--- config.mk ---
export PLATFORM = sky130hd
export DESIGN_NAME = ref_timer
export DESIGN_NICKNAME = d
export VERILOG_FILES = /design/src/rtl/ref_timer_pkg.sv /design/src/rtl/ref_timer_prescale.sv /design/src/rtl/ref_timer_counter.sv /design/src/rtl/ref_timer_events.sv /design/src/rtl/ref_timer.sv
export SDC_FILE = /design/constraint.sdc
export NUM_CORES = 1
export LEC_CHECK = 0
export BUFFER_PORTS_ARGS = -buffer_cell sky130_fd_sc_hd__buf_4
export CAP_MARGIN = 20
export CORE_AREA = 4 4 108 110
export CTS_BUF_LIST = sky130_fd_sc_hd__clkbuf_16
export CTS_CLUSTER_SIZE = 30
export DETAILED_ROUTE_END_ITERATION = 10
export DIE_AREA = 0 0 112 114
export PLACE_DENSITY = 0.6
export SYNTH_ARGS = -nofsm -noshare
export SYNTH_HDL_FRONTEND = slang
export SYNTH_SLANG_ARGS = --single-unit
--- constraint.sdc ---
create_clock -name clk_i -period 2.1 [get_ports clk_i]
set_input_delay 0.21 -clock clk_i [delete_from_list [all_inputs] [get_ports clk_i]]
set_output_delay 0.21 -clock clk_i [all_outputs]
set_load 0.05 [all_outputs]
--- src/rtl/ref_timer_pkg.sv ---
package ref_timer_pkg;
  localparam int DATA_W = 16;
  localparam int ADDR_W = 8;
  localparam int PRE_W  = 8;
  localparam int DIV_W  = 4;   // fixed divide by 2**DIV_W
  localparam int EV_W   = 2;

  localparam logic [ADDR_W-1:0] OFF_MODE = 8'h00;
  localparam logic [ADDR_W-1:0] OFF_REF  = 8'h04;
  localparam logic [ADDR_W-1:0] OFF_CAP  = 8'h08;
  localparam logic [ADDR_W-1:0] OFF_CNT  = 8'h0C;
  localparam logic [ADDR_W-1:0] OFF_EV   = 8'h11;

  typedef enum logic [1:0] {
    SRC_OFF0 = 2'd0,
    SRC_SYS  = 2'd1,
    SRC_DIV  = 2'd2,
    SRC_OFF3 = 2'd3
  } src_e;

  localparam int MB_EN  = 0;
  localparam int MB_RST = 3;
  localparam int MB_IE  = 4;
  localparam int EV_REF = 1;
endpackage

--- src/rtl/ref_timer_prescale.sv ---
module ref_timer_prescale
  import ref_timer_pkg::*;
#(
  parameter int P_W = PRE_W,
  parameter int D_W = DIV_W
) (
  input  logic           clk_i,
  input  logic           rst_ni,
  input  logic           run_i,
  input  src_e           src_i,
  input  logic [P_W-1:0] pre_i,
  input  logic           restart_i,
  input  logic           tick_i,
  output logic           step_o
);
  logic [D_W-1:0] div_q;
  logic [P_W-1:0] pre_q;
  logic           sel_tick;

  always_comb begin
    sel_tick = 1'b0;
    if (run_i && tick_i) begin
      if (src_i == SRC_SYS)      sel_tick = 1'b1;
      else if (src_i == SRC_DIV) sel_tick = &div_q;
    end
  end

  assign step_o = sel_tick && (pre_q == pre_i) && !restart_i;

  always_ff @(posedge clk_i or negedge rst_ni) begin
    if (!rst_ni) begin
      div_q <= '0;
      pre_q <= '0;
    end else if (restart_i) begin
      div_q <= '0;
      pre_q <= '0;
    end else begin
      if (run_i && tick_i && src_i == SRC_DIV) div_q <= div_q + 1'b1;
      if (sel_tick) pre_q <= (pre_q == pre_i) ? '0 : pre_q + 1'b1;
    end
  end
endmodule

--- src/rtl/ref_timer_counter.sv ---
module ref_timer_counter #(
  parameter int W = 16
) (
  input  logic         clk_i,
  input  logic         rst_ni,
  input  logic         step_i,
  input  logic         restart_i,
  input  logic         load_i,
  input  logic [W-1:0] load_val_i,
  input  logic [W-1:0] ref_i,
  input  logic         wrap_en_i,
  output logic [W-1:0] count_o,
  output logic         match_o
);
  logic [W-1:0] count_q;

  assign match_o = step_i && !load_i && (count_q == ref_i);
  assign count_o = count_q;

  always_ff @(posedge clk_i or negedge rst_ni) begin
    if (!rst_ni)        count_q <= '0;
    else if (restart_i) count_q <= '0;
    else if (load_i)    count_q <= load_val_i;
    else if (step_i)    count_q <= (match_o && wrap_en_i) ? '0 : count_q + 1'b1;
  end
endmodule

--- src/rtl/ref_timer_events.sv ---
module ref_timer_events #(
  parameter int N = 2,
  parameter int IRQ_BIT = 1
) (
  input  logic         clk_i,
  input  logic         rst_ni,
  input  logic [N-1:0] set_i,
  input  logic         clr_we_i,
  input  logic [N-1:0] clr_mask_i,
  input  logic         irq_en_i,
  output logic [N-1:0] ev_o,
  output logic         irq_o
);
  logic [N-1:0] ev_q;
  logic         irq_q;

  always_ff @(posedge clk_i or negedge rst_ni) begin
    if (!rst_ni) begin
      ev_q  <= '0;
      irq_q <= 1'b0;
    end else begin
      // a new event beats a simultaneous clear
      ev_q  <= (clr_we_i ? (ev_q & ~clr_mask_i) : ev_q) | set_i;
      irq_q <= irq_en_i && ev_q[IRQ_BIT];
    end
  end

  assign ev_o  = ev_q;
  assign irq_o = irq_q;
endmodule

--- src/rtl/ref_timer.sv ---
module ref_timer
  import ref_timer_pkg::*;
(
  input  logic              clk_i,
  input  logic              rst_ni,
  input  logic              tick_i,
  input  logic              req_i,
  input  logic              we_i,
  input  logic [ADDR_W-1:0] addr_i,
  input  logic [DATA_W-1:0] wdata_i,
  output logic [DATA_W-1:0] rdata_o,
  output logic              irq_o
);
  logic [DATA_W-1:0] mode_q, ref_q, cap_q, count;
  logic [EV_W-1:0]   ev;
  logic wr, wr_mode, wr_ref, wr_cap, wr_cnt, wr_ev;
  logic restart, run, step, match;
  src_e src;

  assign wr      = req_i && we_i;
  assign wr_mode = wr && addr_i == OFF_MODE;
  assign wr_ref  = wr && addr_i == OFF_REF;
  assign wr_cap  = wr && addr_i == OFF_CAP;
  assign wr_cnt  = wr && addr_i == OFF_CNT;
  assign wr_ev   = wr && addr_i == OFF_EV;
  assign restart = wr_mode || wr_ref;

  assign src = src_e'(mode_q[2:1]);
  assign run = mode_q[MB_EN] && (src == SRC_SYS || src == SRC_DIV);

  always_ff @(posedge clk_i or negedge rst_ni) begin
    if (!rst_ni) begin
      mode_q <= '0;
      ref_q  <= '0;
      cap_q  <= '0;
    end else begin
      if (wr_mode) begin
        mode_q <= wdata_i;
        if (mode_q[MB_EN] && !wdata_i[MB_EN]) ref_q <= '0;
      end
      if (wr_ref) ref_q <= wdata_i;
      if (wr_cap) cap_q <= wdata_i;
    end
  end

  ref_timer_prescale #(.P_W(PRE_W), .D_W(DIV_W)) u_pre (
    .clk_i, .rst_ni,
    .run_i     (run),
    .src_i     (src),
    .pre_i     (mode_q[DATA_W-1 -: PRE_W]),
    .restart_i (restart),
    .tick_i,
    .step_o    (step)
  );

  ref_timer_counter #(.W(DATA_W)) u_cnt (
    .clk_i, .rst_ni,
    .step_i     (step),
    .restart_i  (restart),
    .load_i     (wr_cnt),
    .load_val_i (wdata_i),
    .ref_i      (ref_q),
    .wrap_en_i  (mode_q[MB_RST]),
    .count_o    (count),
    .match_o    (match)
  );

  ref_timer_events #(.N(EV_W), .IRQ_BIT(EV_REF)) u_ev (
    .clk_i, .rst_ni,
    .set_i      ({match, 1'b0}),
    .clr_we_i   (wr_ev),
    .clr_mask_i (wdata_i[EV_W-1:0]),
    .irq_en_i   (mode_q[MB_IE]),
    .ev_o       (ev),
    .irq_o      (irq_o)
  );

  always_comb begin
    unique case (addr_i)
      OFF_MODE: rdata_o = mode_q;
      OFF_REF:  rdata_o = ref_q;
      OFF_CAP:  rdata_o = cap_q;
      OFF_CNT:  rdata_o = count;
      OFF_EV:   rdata_o = {{(DATA_W-EV_W){1'b0}}, ev};
      default:  rdata_o = '0;
    endcase
  end
endmodule

==> results of run 1 <==
-- flip-flops by register name, summed over array words and instances (netlist names) --
register / count
cap_q: 16
mode_q: 16
ref_q: 16
u_cnt.count_o: 16
u_ev.ev_o: 2
u_ev.irq_o: 1
u_pre.div_q: 4
u_pre.pre_q: 8
-- synthesized netlist by cell type (all sizes together) (4+ instances only) --
cell / n
a21oi: 8
a22o: 19
a31oi: 9
and2: 20
and3: 10
buf: 14
clkbuf: 4
dfrtp: 79
ha: 5
inv: 13
mux2: 31
mux4: 16
nand2: 33
nand3: 11
nand3b: 7
nand4: 8
nor2: 10
nor3: 8
o21ai: 19
o311ai: 4
o31a: 8
xnor2: 26
-- through the flow --
stage / area (um2) / util (%)
after global placement: 5300 / 49.5
final: 5740 / 53.7
after floorplan: 4440 / -
after global routing: 5740 / 53.7
after detailed placement: 5300 / 49.5
after CTS: 5690 / 53.2
-- power by group --
part | internal (mW) | switching [mW]
Clock | 1.16 | 0.663
Sequential | 1.55 | 0.0259
Combinational | 0.138 | 0.141
-- worst register-to-register path, stage by stage, from the launching register on --
cell	delay [ps]
dfrtp_1	380
ha_1	280
and3b_2	260
nand2_2	60
or3_4	400
a211o_4	330
o31a_1	290
o21ai_1	70
-- metal layers --
layer	GRT usage, %	vias to the layer above
met5	0	-
met4	7.13	0
met3	3.40	16
met2	32.4	78
met1	26.7	1751
li1	-	1663
-- area by class of cell --
| type | instances | area share (%) |
|---|---|---|
| tap | 140 | 3.05 |
| timing repair buffer | 103 | 14.0 |
| sequential | 79 | 34.4 |
| clock inverter | 7 | 2.11 |
| multi-input combinational | 283 | 41.6 |
| clock buffer | 9 | 3.92 |
| inverter | 13 | 0.850 |
-- worst paths after layout --
kind	from	to	depth (start not counted)
setup reg to reg	mode_q[2]	u_cnt.count_o[8]	7
hold reg to reg	mode_q[5]	mode_q[5]	1
hold / removal	wdata_i[0]	u_ev.ev_o[0]	2
max in group asynchronous	rst_ni	cap_q[11]	3
min in group asynchronous	rst_ni	u_pre.pre_q[5]	2
setup / recovery	mode_q[2]	u_cnt.count_o[8]	7
-- repair_timing --
item	in CTS	in global routing
setup buffers	1	1
pin swaps	4	1
gates resized for setup	12	12
gates cloned	1	0
endpoints found under the setup margin	14	17
hold buffers	1	0
hold endpoints to repair	41	0
-- cell families (layout without fill, tap and decap cells) --
logic type,Yosys count,after routing
simple gates,121,121
compound gates,79,80
flops,79,79
mux,48,48
buf+inv,31,132
xor+xnor,29,29
fa+ha+maj,5,5
==> flow_metrics.tcl, run 1 <==
set metrics [dict create \
    outcome "finished, violations left" \
    violations "setup timing" \
    leakagePower_nw 2.63 \
    cp.arrival_ps 2430 \
    cts_max_level 3 \
    yosysSeqAreaShare_pct 44.7 \
    ir_drop_mv 0.328 \
    highest_layer "met4" \
    syn-num-nets 426 \
    area_delta_synth_final_pct 29.7 \
    grt_max_degree 45 \
    die-area_um2 12800 \
    io_buffer_count 45 \
    tightestPinTransition_ps 595 \
    clkSinkCount 79 \
    power_mw 3.68 \
    wl_mm 12.1 \
    setup_viol 6 \
    tns_ps -153 \
    dieWidth_um 112 \
    clk_transition_reported_paths_ps 60 \
    slew_violations 0 \
    finalHoldViolations 0 \
    finalNonFillerCells 634 \
    mostFrequentLayoutCell "buf_4" \
    die_height_um 114 \
    ys_ff_latch 79 \
    synthTopCellsByArea "dfrtp_1 (45%), mux4_2 (8.1%), mux2_2 (6.1%)" \
    fillers 944 \
    fin_nets 523 \
    crit_type "flop to flop" \
    max_slew_margin_pct 60.3 \
    drive_above_1_share_pct 36.8 \
    gr-total-overflow 0 \
    crit_fanout 7 \
    layout_min_cycle_time_ps 2160 \
    synth_top_cell_area_share_pct 44.7 \
    dp_hpwl_mm 8.85 \
    dp_cells 614 \
    antenna_found_initial 0 \
    grt.total_usage_pct 19.8 \
    crit_buf_inv 0 \
    synth_edf_count 0 \
    cp_slowest_cell "or3_4" \
    synth_area_per_cell_um2 11.3 \
    end_kind "flop" \
    synthMuxAreaShare_pct 16.3 \
    max_cap_viol_count 0 \
    syn_area_um2 4430 \
    async_reset_ff_share_pct 100 \
    p_per_area_nw_per_um2 641 \
    diodes 0 \
    core_region_area_um2 10700 \
    maxClockFrequency_ghz 0.463 \
    grt_pass1_wl_mm 19.8 \
    synth_top_cell_by_area "dfrtp_1" \
    ys.flop_type "dfrtp_1" \
    path_delay_family "simple AND/OR/NAND/NOR gates" \
    drc 0 \
    wl_met1_mm 5.50 \
    hold_path_class "input port to flop" \
    wl_met2_mm 5.94 \
    synthXorXnorAreaFrac_pct 5.74 \
    clk-insertion-delay-late_ps 340 \
    drt-initial-drc-count 244 \
    root_buffer "clkbuf_16" \
    start_util_pct 41.4 \
    clock_path_buffers 2 \
    drtAntennaViolNets 0 \
    synth_cells 392 \
    worstPathRequired_ps 2370 \
    final_cell_mix "buf_4 (99), dfrtp_1 (79), nand2_1 (31)" \
    timing.final.crit_share_pct 103 \
    worstSetupStartpointType "flop" \
    grt_pass1_vias 3724 \
    ys_types 49 \
    firstDrtPassIters 4 \
    worst_slack_ps -57.8 \
    multiInputGateArea_um2 2390 \
    wire_per_inst_um 19.0 \
    cts_tree "yes" \
    yosys.area_share.adder_pct 1.41 \
    r2r_setup_slack_ps -60 \
    rows 38 \
    dr_wl_met3_um 423 \
    io_pins 46 \
    fin_skew_ps 6.24 \
    yosys_warnings 0 \
    rsz0062_at_grt "true" \
    synth_compound_area_share_pct 12.9 \
    regArea_um2 1980 \
    crit_chain "ha_1 > and3b_2 > nand2_2 > or3_4 > a211o_4 > o31a_1 > o21ai_1" \
    viasPerCell 5.53 \
    synth_top_family_by_area "multiplexers" \
    post-place-ws_ps -250 \
    cp_slowest_stage_delay_ps 400 \
    vias 3508 \
    synthSimpleGateAreaFrac_pct 15.9 \
    gp_congestion 0.843 \
    cts_inserted_buffers 9 \
    holdWs_ps 108 \
]
(Power assumes the default switching activity.)
==> inputs of run 2 (changes only) <==
- MAX_ROUTING_LAYER: not set -> met4
==> run 2 against run 1 <==
Against the previous run: the run still ends with setup timing left; setup slack worse by 2.5 ps; count of clock-buffer cells in the layout stayed put; final area unchanged; register-to-register slack is essentially flat; largest cell class unchanged; largest power group unchanged.
==> flow_metrics.tcl, run 2 (same netlist as run 1, synthesis figures left out) <==
set metrics [dict create \
    drive_above_1_share_pct 36.8 \
    end_kind "flop" \
    cts_tree "yes" \
    multiInputGateArea_um2 2390 \
    fin_nets 523 \
    hold_path_class "input port to flop" \
    dp_hpwl_mm 8.85 \
    viasPerCell 5.53 \
    setup_viol 6 \
    clock_path_buffers 2 \
    cp.arrival_ps 2430 \
    pwr-share-seq_pct 42.9 \
    timing.rr.end "u_cnt.count_o[8]" \
    whs_path_depth 2 \
    root_buffer "clkbuf_16" \
    die-area_um2 12800 \
    r2r_setup_slack_ps -60 \
    slew_violations 0 \
    outcome "finished, violations left" \
    rows 38 \
    gp_congestion 0.856 \
    cts_max_level 3 \
    max_cap_viol_count 0 \
    power_frac_comb_pct 7.6 \
    cp_slowest_stage_delay_ps 400 \
    max_slew_margin_pct 60.0 \
    holdPathEnd "u_ev.ev_o[0]" \
    p_per_area_nw_per_um2 641 \
    maxClockFrequency_ghz 0.463 \
    holdWs_ps 111 \
    drt-initial-drc-count 255 \
    final_area_um2 5740 \
    grt_pass1_wl_mm 19.8 \
    tns_ps -169 \
    pwr-share-clk_pct 49.5 \
    crit_type "flop to flop" \
    drtAntennaViolNets 0 \
    regArea_um2 1980 \
    clkSinkCount 79 \
    worst_slack_ps -60.3 \
    cp_slowest_cell "or3_4" \
    violations "setup timing" \
    grt_max_degree 45 \
    fillers 944 \
    reg2reg_depth 7 \
    fin_skew_ps 6.54 \
    finalNonFillerCells 634 \
    dp_cells 614 \
    ir_drop_mv 0.330 \
    power_mw 3.68 \
    tightestPinTransition_ps 599 \
    crit-reg2reg-launch "mode_q[2]" \
    clk-insertion-delay-late_ps 340 \
    area_delta_synth_final_pct 29.7 \
    path_delay_family "simple AND/OR/NAND/NOR gates" \
    core_region_area_um2 10700 \
    gr-total-overflow 0 \
    final_util_pct 53.7 \
    leakagePower_nw 2.63 \
    rsz0062_at_grt "true" \
    wl_mm 12.1 \
    crit_buf_inv 0 \
    die_height_um 114 \
    crit_chain "ha_1 > and3b_2 > nand2_2 > or3_4 > a211o_4 > o31a_1 > o21ai_1" \
    io_buffer_count 45 \
    dieWidth_um 112 \
    final_cell_mix "buf_4 (99), dfrtp_1 (79), nand2_1 (31)" \
    placed_area_um2 5300 \
    cts_inserted_buffers 9 \
    hold_start "wdata_i[0]" \
    grt_pass1_vias 3713 \
    vias 3505 \
    finalHoldViolations 0 \
    drc 0 \
    firstDrtPassIters 4 \
    switching_power_mw 0.829 \
    antenna_found_initial 0 \
    worstSetupStartpointType "flop" \
    diodes 0 \
    mostFrequentLayoutCell "buf_4" \
    clk_transition_reported_paths_ps 60 \
    crit_fanout 7 \
    io_pins 46 \
    wire_per_inst_um 19.1 \
    p_sw_share_pct 22.5 \
    grt.total_usage_pct 20.4 \
    layout_min_cycle_time_ps 2160 \
    post-place-ws_ps -250 \
    worstPathRequired_ps 2370 \
    p_int_mw 2.85 \
    timing.final.crit_share_pct 103 \
    start_util_pct 41.4 \
]
-- run 2: how the worst max path moves through the flow --
stage | start | to | slack (ps) | depth (start not counted)
floorplan | mode_q[2] | u_cnt.count_o[10] | -60 | 8
global placement | mode_q[2] | u_cnt.count_o[4] | -180 | 7
detailed placement | mode_q[2] | u_cnt.count_o[13] | -250 | 6
CTS | mode_q[2] | u_cnt.count_o[6] | -50 | 7
global route | mode_q[2] | u_cnt.count_o[8] | -160 | 7
finish | mode_q[2] | u_cnt.count_o[8] | -60 | 7
-- run 2: final cells by class --
class / count / area share (%)
multi-input cells: 283 / 41.6
clock inverters: 7 / 2.11
well taps: 140 / 3.05
flip-flops and latches: 79 / 34.4
inverters: 13 / 0.850
clock buffers: 9 / 3.92
repair buffers: 103 / 14.0
-- run 2: timing repair --
item	4_1_cts	5_1_grt
cloned	1	0
hold endpoints to repair	41	0
pin swaps	4	1
gates resized for setup	12	12
buffers inserted	1	1
hold buffers	1	0
setup endpoints to repair	14	17
-- run 2: per-layer routing --
metal	wire length (um)	part of all wire [%]	global-route usage, %
met1	5560	46	26.9
met2	5920	49	32.4
met3	382	3.2	2.55
met4	225	1.9	8.09
met5	0	0	-
-- run 2: power groups by stage --
| stage | combinational [mW] | clock (mW) | sequential [mW] |
|---|---|---|---|
| 5_1_grt | 0.308 | 1.92 | 1.58 |
| 2_1_floorplan | 0.124 | 0 | 1.60 |
| 3_5_place_dp | 0.279 | 0 | 1.61 |
| 3_3_place_gp | 0.274 | 0 | 1.60 |
| 4_1_cts | 0.282 | 1.85 | 1.58 |
| 6_report | 0.280 | 1.82 | 1.58 |
-- run 2: worst register-to-register path: stages, from the launching register on --
cell     delay (ps)
dfrtp_1         380
ha_1            280
and3b_2         260
nand2_2          60
or3_4           400
a211o_4         340
o31a_1          290
o21ai_1          70
==> inputs of run 3 (changes only) <==
- ABC_AREA: not set -> 1
- CORE_AREA: 4 4 108 110 -> 4 4 111 113
- DIE_AREA: 0 0 112 114 -> 0 0 115 117
- PLACE_DENSITY: 0.6 -> 0.59
==> run 3 against run 2 <==
Against the previous run: synthesized cell count up 64%; final cell count grew 34%; critical path depth up 6; setup slack gained 250 ps; sequential power about the same; first-iteration DRC count rose by 26%; hold slack better by 66 ps; sequential cell count stayed put; the flow now finishes without violations; final area decreased by 3.2%; critical path type unchanged; utilization is 4.6 points lower; register-to-register slack improved by 250 ps; wire length up 7.7%; critical endpoint is now u_cnt.count_o[7].
==> flow_metrics.tcl, run 3 <==
set metrics [dict create \
    final_cell_mix "nand2_1 (248), dfrtp_1 (77), inv_1 (64)" \
    worstSetupStartpointType "flop" \
    gr-total-overflow 0 \
    timing.final.crit_share_pct 91.1 \
    ys.flop_type "dfrtp_1" \
    timing.rr.end "u_cnt.count_o[7]" \
    core_region_area_um2 11300 \
    die_height_um 117 \
    wire_per_inst_um 15.3 \
    setup_viol 0 \
    final_area_um2 5560 \
    die-area_um2 13500 \
    drive_above_1_share_pct 15.5 \
    grt_pass1_vias 4169 \
    path_delay_family "simple AND/OR/NAND/NOR gates" \
    p_sw_share_pct 23.2 \
    outcome "finished clean" \
    mostFrequentLayoutCell "nand2_1" \
    hold_path_class "input port to flop" \
    regArea_um2 1980 \
    area_delta_synth_final_pct 18.8 \
    finalHoldViolations 0 \
    max_slew_margin_pct 66.4 \
    firstDrtPassIters 6 \
    ys_ff_latch 79 \
    synth_cells 643 \
    async_reset_ff_share_pct 100 \
    p_int_mw 2.55 \
    max_cap_viol_count 0 \
    pwr-share-seq_pct 48.0 \
    io_buffer_count 45 \
    clock_path_buffers 2 \
    drtAntennaViolNets 0 \
    drt-initial-drc-count 321 \
    reg2reg_depth 13 \
    tightestPinTransition_ps 500 \
    p_per_area_nw_per_um2 598 \
    diodes 0 \
    layout_min_cycle_time_ps 1910 \
    switching_power_mw 0.772 \
    yosysSeqAreaShare_pct 42.2 \
    yosys_warnings 0 \
    vias 4328 \
    clk_transition_reported_paths_ps 60 \
    io_pins 46 \
    cts_tree "yes" \
    grt.total_usage_pct 21.4 \
    synth_top_cell_area_share_pct 42.2 \
    synth_top_cell_by_area "dfrtp_1" \
    synth.most_common_cell "nand2_1" \
    crit_fanout 16 \
    clk-insertion-delay-late_ps 350 \
    crit_type "flop to flop" \
    r2r_setup_slack_ps 190 \
    cts_max_level 3 \
    slew_violations 0 \
    fin_nets 734 \
    dieWidth_um 115 \
    drc 0 \
    viasPerCell 5.10 \
    ir_drop_mv 0.395 \
    end_kind "flop" \
    leakagePower_nw 2.76 \
    holdWs_ps 177 \
    cts_inserted_buffers 9 \
    gp_congestion 0.928 \
    crit_path_end "u_cnt.count_o[7]" \
    grt_max_degree 40 \
    worstPathRequired_ps 2330 \
    root_buffer "clkbuf_16" \
    cp_slowest_cell "dfrtp_1" \
    rows 39 \
    fin_skew_ps 8.77 \
    crit-reg2reg-launch "mode_q[1]" \
    synth_edf_count 0 \
    fillers 1170 \
    grt_pass1_wl_mm 21.5 \
    synth_area_per_cell_um2 7.28 \
    cp.arrival_ps 2150 \
    cp_slowest_stage_delay_ps 370 \
    crit_buf_inv 2 \
    syn_area_um2 4680 \
    cp.depth 13 \
    cp-startpoint "mode_q[1]" \
    syn-num-nets 677 \
    multiInputGateArea_um2 2350 \
    crit_path_frequent_cell "nand2_1" \
    placed_area_um2 5250 \
    pwr-share-clk_pct 45.4 \
    clkSinkCount 79 \
    synthTopCellsByArea "dfrtp_1 (42%), nand2_1 (20%), inv_1 (5.1%)" \
    power_frac_comb_pct 6.5 \
    wl_mm 13.0 \
    post-place-ws_ps 133 \
    dp_hpwl_mm 9.76 \
    crit_chain "inv_1 > ha_1 > nor2_1 > nand2_1 > nor2_2 > nand3_1 > nor2_2 > nand3_2 > buf_6 > nand2_1 > nand2_1 > nand2_2 > nand2_1" \
    worst_slack_ps 187 \
    start_util_pct 41.3 \
    ys_top_cells_by_count "nand2_1 (248), dfrtp_1 (79), inv_1 (63)" \
    antenna_found_initial 0 \
    maxClockFrequency_ghz 0.523 \
    ys_types 40 \
]
[run 3: repair_timing]
| action | CTS | global route |
|---|---|---|
| hold buffers | 1 | 0 |
| hold endpoints to repair | 14 | 0 |
| buffers inserted | 0 | 1 |
| setup endpoints to repair | 0 | 14 |
| gates resized for setup | 0 | 5 |
[run 3: cell families after synthesis]
family | share of synthesized area [%]
AND/OR/NAND/NOR | 33.0
AO/OA/AOI/OAI | 12.0
buffers and inverters | 7.67
flip-flops | 42.2
XOR/XNOR | 3.74
adder cells (fa/ha/maj) | 1.34
[run 3: worst min path at each step]
stage,cells past startpoint,end,slack [ps],start
after global placement,1,u_pre.div_q[0],90,rst_ni
after detailed placement,1,u_pre.div_q[0],100,rst_ni
after global routing,5,u_cnt.count_o[13],180,wdata_i[13]
after floorplan,0,cap_q[0],-90,rst_ni
final,5,u_cnt.count_o[9],180,wdata_i[9]
after CTS,5,u_cnt.count_o[5],170,wdata_i[5]
[run 3: power groups by stage]
stage                     logic (mW)  registers, mW  clock network (mW)
after CTS                      0.221           1.60                1.55
final                          0.216           1.60                1.51
after floorplan                0.103           1.61                   0
after detailed placement       0.218           1.62                   0
after global routing           0.249           1.60                1.64
after global placement         0.214           1.62                   0
[run 3: layout make-up]
cell class                 instances  area share, %
clock buffer                       9           4.05
clock inverter                     7          0.990
inverter                          67           4.61
multi-input combinational        477           42.3
sequential                        79           35.6
tap                              143           3.22
timing repair buffer              66           9.25
[run 3: worst register-to-register path, delay by kind of cell, from the launching register on]
| kind | cells | cell delay [ps] |
|---|---|---|
| fa+ha+maj | 1 | 280 |
| buf+inv | 2 | 250 |
| flops | 1 | 370 |
| simple gates | 10 | 920 |
[run 3: metrics by stage]
step	TNS, ps	std cells	utilization, %	power, mW
after global routing	-7.32	848	49.1	3.49
final	0	848	49.1	3.32
after CTS	0	847	48.9	3.37
after global placement	0	830	46.4	1.84
after detailed placement	0	830	46.4	1.84
after floorplan	0	643	-	1.72
[run 3: layer usage]
layer	vias to the layer above	GRT usage [%]	share of wire, %
li1	2180	-	-
met1	2024	28.4	47
met2	100	32.7	47
met3	24	3.55	4.1
met4	0	8.53	2.1
met5	-	-	0
